File: config.mk
export PLATFORM = sky130hd
export DESIGN_NAME = casc_counter
export DESIGN_NICKNAME = d
export VERILOG_FILES = /design/src/rtl/casc_counter.sv
export SDC_FILE = /design/constraint.sdc
export NUM_CORES = 1
export LEC_CHECK = 0
export BUFFER_PORTS_ARGS = -buffer_cell sky130_fd_sc_hd__buf_2
export CORE_AREA = 2 2 39 41
export CTS_BUF_LIST = sky130_fd_sc_hd__clkbuf_2 sky130_fd_sc_hd__clkbuf_4 sky130_fd_sc_hd__clkbuf_8
export CTS_CLUSTER_DIAMETER = 40
export CTS_CLUSTER_SIZE = 20
export DETAILED_ROUTE_END_ITERATION = 7
export DIE_AREA = 0 0 41 43
export SLEW_MARGIN = 15
export SYNTH_ARGS = -nofsm -noshare
export SYNTH_HDL_FRONTEND = slang
export SYNTH_HIERARCHICAL = 1
export SYNTH_SLANG_ARGS = --single-unit
export TNS_END_PERCENT = 50
File: constraint.sdc
create_clock -name clk -period 2 [get_ports clk]
set_input_delay 0.4 -clock clk [delete_from_list [all_inputs] [get_ports clk]]
set_output_delay 0.4 -clock clk [all_outputs]
set_load 0.005 [all_outputs]
File: src/rtl/casc_counter.sv
module casc_stage #(
  parameter int W = 4
) (
  input  logic         clk,
  input  logic         clr,
  input  logic         ld,
  input  logic [W-1:0] ld_val,
  input  logic         cnt,
  output logic [W-1:0] q,
  output logic         tc
);
  localparam logic [W-1:0] TOP = {W{1'b1}};

  always_ff @(posedge clk) begin
    if (clr)      q <= '0;
    else if (ld)  q <= ld_val;
    else if (cnt) q <= q + 1'b1;
  end

  assign tc = cnt && (q == TOP);
endmodule

module casc_counter #(
  parameter int SW = 4,
  localparam int W = 2 * SW
) (
  input  logic         clk,
  input  logic         clr,
  input  logic         ld,
  input  logic [W-1:0] ld_val,
  input  logic         en,
  output logic [W-1:0] q,
  output logic         tc
);
  logic lo_tc;

  casc_stage #(.W(SW)) u_lo (
    .clk(clk), .clr(clr), .ld(ld), .ld_val(ld_val[SW-1:0]),
    .cnt(en), .q(q[SW-1:0]), .tc(lo_tc)
  );

  casc_stage #(.W(SW)) u_hi (
    .clk(clk), .clr(clr), .ld(ld), .ld_val(ld_val[W-1:SW]),
    .cnt(lo_tc), .q(q[W-1:SW]), .tc(tc)
  );
endmodule


==> results of run 1 <==
==> layout make-up <==
type,instances,area share (%)
tap,16,3.57
sequential,8,28.6
inverter,4,2.68
clock buffer,3,4.02
timing repair buffer,20,17.9
multi-input combinational,34,43.3
==> registers in the layout, summed over array words and instances (netlist names) <==
name    cells
u_lo/q      4
u_hi/q      4
==> stage by stage <==
stage	instances	cell area (um2)	hold WS (ns)
global placement	82	536	0.597
floorplan	48	425	0.472
finish	85	561	0.386
detailed placement	82	536	0.598
CTS	85	558	0.373
global route	85	561	0.400
==> logic make-up (layout without fill, tap and decap cells) <==
kind of cell / after synthesis / count (layout)
DFF: 8 / 8
xor gates and xnor gates: 6 / 6
buffers and inverters: 6 / 27
muxes: 6 / 6
adders and majority gates: 2 / 2
AOI/OAI and AO/OA: 8 / 8
and+or+nand+nor: 12 / 12
==> power by group through the flow <==
stage	sequential, mW	combinational (mW)	clock [mW]
after global routing	0.185	0.0719	0.142
after floorplan	0.186	0.0340	0
after CTS	0.183	0.0628	0.130
after detailed placement	0.186	0.0623	0
final	0.183	0.0622	0.122
after global placement	0.186	0.0615	0
==> cells in the final DEF, fill, tap and decap left out, drive strengths merged <==
cell	count
clkbuf	3
buf	20
a21oi	4
o21a	4
mux2i	4
nand2	4
ha	2
dfxtp	8
xor2	2
nand4	2
nor2	6
inv	4
mux2	2
xnor2	4
==> worst max-delay path, delay by kind of cell (launching register included) <==
family,cells,cell delay (ns)
fa+ha+maj,1,0.17
flops,1,0.39
simple gates,4,0.51
buf+inv,1,0.11
==> worst paths after layout <==
path | from | to | slack [ns]
setup reg to reg | u_lo/q[0] | u_hi/q[1] | 0.53
hold reg to reg | u_lo/q[3] | u_lo/q[3] | 0.61
setup / recovery | u_lo/q[0] | tc | 0.17
hold / removal | ld_val[4] | u_hi/q[0] | 0.39
==> timing repair <==
| item | 4_1_cts | 5_1_grt |
|---|---|---|
| setup buffers | 0 | 0 |
| hold buffers | 0 | 0 |
| gates resized for setup | 0 | 1 |
| endpoints found under the setup margin | 0 | 1 |
| endpoints found under the hold margin | 0 | 0 |
==> metal layers <==
metal | global-route usage [%] | part of all wire (%) | routed length [um]
met2 | 15.0 | 40 | 324
met1 | 14.6 | 48 | 389
met4 | 4.00 | 0 | 0
met3 | 9.42 | 12 | 97
met5 | 0 | 0 | 0
==> impl_metrics.csv, run 1 <==
group,metric,value,unit
critical_path,crit_required,1.60,ns
synthesis,avgSynthCellArea,8.86,um2
power,p_int,275,uW
cts,htree_levels,1,
cells_and_area,fillers,144,
critical_path,crit_arrival,1.43,ns
sta,finalSetupTns,0,ns
floorplanning,core,1380,um2
cells_and_area,register_area,160,um2
critical_path,max_stage_delay,0.39,ns
critical_path,worstPathMaxFanout,4,
cells_and_area,drive_above_1_share,34.8,%
status,status,"finished, final reports clean",
floorplanning,die_width,41,um
power,p_leak,0.294,nW
synthesis,yosys-top-cells-area,"dfxtp_1, mux2i_1, xnor2_1, o21a_1, ha_1",
cts,cts_buffers,3,
placed_design,port_buffers,20,
synthesis,ys.flop_type,"dfxtp_1",
cts,clk_pin_slew,0.05,ns
sta,worst_pin_slew,0.252,ns
synthesis,yosysMostFrequentCell,"dfxtp_1",
power,p_sw,92.3,uW
floorplanning,pin_count,21,
floorplanning,rows,14,
global_routing,grt_antenna_before_repair,0,
worst_hold_path,hp-class,"input pin to register",
detailed_routing,routed-via-count,390,
synthesis,ys_types,13,
placed_design,pre_cts_slack,0.338,ns
detailed_routing,via_per_inst,4.59,
synthesis,synthSimpleGateAreaFrac,11.8,%
flow_run,max_cap_viol_count,0,
cells_and_area,fin_util,40.5,%
global_routing,grt_pass1_wl,1330,um
power,clockPowerShare,33.2,%
detailed_routing,first_pass_iters,3,
floorplanning,die_area,1760,um2
synthesis,ys_seq_area_share,37.6,%
detailed_routing,drtAntennaViolNets,0,
worst_hold_path,hold_path_depth,3,
critical_path,worstSetupPathType,"register to primary output",
synthesis,netlist_area,425,um2
detailed_routing,wl_per_cell,9.54,um
sta,slew_violations,0,
sta,max_slew_margin,83.2,%
cts,clock_latency,0.25,ns
global_routing,grt_pass1_vias,342,
critical_path,cpMaxStageDelayCell,"dfxtp_1",
detailed_routing,drtIter0Drc,7,
critical_path,start_kind,"register",
detailed_routing,wl,811,um
critical_path,end_kind,"primary output",
synthesis,synth_nets,62,
critical_path,reg2reg_depth,6,
cells_and_area,multi_input_area,243,um2
power,finalPower,367,uW
power,worst_ir_drop_vdd,0.000402,V
sta,final.period_utilization,91.3,%
floorplanning,die_h,43,um
floorplanning,initial_utilization,30.7,%
synthesis,synth-adder-area-share,5.88,%
placed_design,globalplace.congestion,0.648,
sta,rsz0062_at_grt,"no",
synthesis,synthTopCellsByCount,"dfxtp_1, nor2_1",
synthesis,ys_async_sr_fraction,0,%
sta,clock_skew,0.00172,ns
synthesis,synth-edff-count,0,
critical_path,crit_chain,"ha_1 > nand2_1 > nor2_2 > nand2_1 > nor2_1 > buf_2",
power,power_density,655,nW/um2
synthesis,synthMuxAreaShare,14.7,%
synthesis,yosysTopAreaCell,"dfxtp_1",
synthesis,synth-seq-cells,8,
cts,cts_buffer_depth,2,
cells_and_area,areaGrowthSynthToFinish,31.8,%
synthesis,synth_compound_area_share,11.8,%
sta,fin_crit,1.83,ns
cells_and_area,nets,85,
detailed_routing,post-route-drc-count,0,
synthesis,synth_top_cell_area_share,37.6,%
cells_and_area,antenna_cells,0,
power,p_comb_share,16.9,%
synthesis,synth_top_family_by_area,"multiplexers",
synthesis,netlist_instances,48,
global_routing,grt.total_usage,11.8,%
placed_design,dp_hpwl,630,um
cts,cts_sinks,8,
synthesis,ys.warnings.count,6,
sta,timing.final.ws_setup,0.173,ns
global_routing,grt_max_degree,13,
global_routing,grt.overflow.total,0,
critical_path,crit_top_cell,"nand2_1",
cts,cts-root-buf,"clkbuf_4",
sta,fmax,0.547,GHz
power,seq_power_share,49.8,%
sta,setup_viol_count_final,0,
synthesis,synth-xor-area-share,12.4,%
sta,hold_viol,0,
cts,cts_tree,"yes",
power,switching_share,25.1,%
Note: power is estimated with default switching activity, not from simulation.
==> run 2, diff against run 1 <==
Settings changed: PLACE_DENSITY_LB_ADDON set to 0.12.
==> impl_metrics.csv, run 2 (same netlist as run 1, synthesis figures left out) <==
group,metric,value,unit
status,status,"finished, final reports clean",
cts,cts-root-buf,"clkbuf_4",
placed_design,globalplace.congestion,0.653,
global_routing,grt_max_degree,13,
critical_path,worst-r2r-setup-slack,0.55,ns
cells_and_area,drive_above_1_share,34.8,%
cts,cts_buffers,3,
placed_design,dp_hpwl,647,um
detailed_routing,routed-via-count,386,
sta,finalSetupTns,0,ns
cts,clock_latency,0.25,ns
power,p_leak,0.294,nW
cells_and_area,reg.largest.list,"u_hi/q: 4 flops, u_lo/q: 4 flops",
critical_path,cp-endpoint,"tc",
critical_path,crit_arrival,1.39,ns
cells_and_area,nets,85,
cts,cts_tree,"yes",
critical_path,reg2reg_from,"u_lo/q[0]",
cts,clk_pin_slew,0.06,ns
floorplanning,die_width,41,um
cts,htree_levels,1,
critical_path,reg2reg_depth,6,
floorplanning,pin_count,21,
critical_path,crit_required,1.60,ns
floorplanning,die_area,1760,um2
sta,final.period_utilization,89.4,%
global_routing,grt_pass1_wl,1310,um
detailed_routing,post-route-drc-count,0,
cells_and_area,antenna_cells,0,
critical_path,rr_endpoint,"u_hi/q[1]",
detailed_routing,via_per_inst,4.54,
sta,hold_viol,0,
floorplanning,die_h,43,um
critical_path,critical_path.top_delay_family,"simple AND/OR/NAND/NOR gates",
cts,cts_buffer_depth,2,
sta,rsz0062_at_grt,"no",
worst_hold_path,hp-class,"input pin to register",
detailed_routing,drtIter0Drc,1,
critical_path,crit_buf_inv,1,
power,worst_ir_drop_vdd,0.000294,V
critical_path,worstPathMaxFanout,4,
cells_and_area,areaGrowthSynthToFinish,31.8,%
global_routing,grt_pass1_vias,325,
floorplanning,initial_utilization,30.7,%
critical_path,cp.depth,6,
critical_path,crit_start,"u_lo/q[0]",
global_routing,grt.overflow.total,0,
placed_design,pre_cts_slack,0.362,ns
critical_path,max_stage_delay,0.38,ns
sta,slew_violations,0,
detailed_routing,wl_per_cell,9.98,um
critical_path,end_kind,"primary output",
global_routing,grt.total_usage,11.2,%
sta,max_slew_margin,82.7,%
floorplanning,rows,14,
detailed_routing,drtAntennaViolNets,0,
sta,fmax,0.559,GHz
global_routing,grt_antenna_before_repair,0,
floorplanning,core,1380,um2
flow_run,max_cap_viol_count,0,
sta,timing.final.ws_setup,0.212,ns
cells_and_area,final_common_cell,"buf_2",
worst_hold_path,min_from,"ld_val[1]",
sta,worst_pin_slew,0.259,ns
critical_path,crit_chain,"ha_1 > nand2_1 > nor2_2 > nand2_1 > nor2_1 > buf_2",
detailed_routing,first_pass_iters,2,
sta,setup_viol_count_final,0,
cts,postCtsSetupBuffers,0,
sta,fin_crit,1.79,ns
detailed_routing,wl,848,um
placed_design,port_buffers,20,
critical_path,cpMaxStageDelayCell,"dfxtp_1",
critical_path,crit_top_cell,"nand2_1",
sta,clock_skew,0.00176,ns
cts,cts_sinks,8,
critical_path,worstSetupPathType,"register to primary output",
critical_path,start_kind,"register",
cells_and_area,mostFrequentLayoutCells,"buf_2, dfxtp_1, nor2_1",
power,power_density,656,nW/um2
-- run 2: timing repair --
item	in CTS	in global routing
gates resized for setup	0	1
endpoints found under the setup margin	0	1
hold buffers	0	0
-- run 2: final cells by class --
cell class                      count  area [um2]
Inverter                            4        15.0
Clock buffer                        3        22.5
Timing Repair Buffer               20         100
Fill cell                         155         823
Tap cell                           16        20.0
Multi-Input combinational cell     34         243
Sequential cell                     8         160
-- run 2: routing by layer --
| metal | GRT usage [%] | routed length [um] |
|---|---|---|
| met1 | 14.9 | 403 |
| met2 | 15.6 | 365 |
| met3 | 3.14 | 79 |
| met4 | 6.00 | 0 |
| met5 | 0 | 0 |
-- run 2: how the worst min path moves through the flow --
stage / endpoint / cells past startpoint
2_1_floorplan: u_hi/q[0] / 1
3_3_place_gp: u_hi/q[3] / 2
3_5_place_dp: u_hi/q[3] / 2
4_1_cts: u_lo/q[1] / 3
5_1_grt: u_hi/q[1] / 3
6_report: u_lo/q[1] / 3
-- run 2: where the power goes --
group	internal [mW]	switching, mW	total [mW]
registers	0.171	0.0115	0.183
clock network	0.0686	0.0542	0.123
logic	0.0348	0.0270	0.0618
total	0.275	0.0927	0.367
-- run 2: worst reg2reg max path, stage by stage (launching register included) --
cell and delay, ns:
dfxtp_1 0.38, ha_1 0.16, nand2_1 0.08, nor2_2 0.20, mux2_1 0.34, mux2i_1 0.13, nor2_1 0.05
-- run 2: metrics by stage --
stage	util [%]	instances	cell area [um2]	power (mW)	hold WS [ns]
global placement	38.7	82	536	0.250	0.600
detailed placement	38.7	82	536	0.249	0.594
floorplan	-	48	425	0.221	0.472
finish	40.5	85	561	0.367	0.385
CTS	40.3	85	558	0.379	0.374
global route	40.5	85	561	0.396	0.392
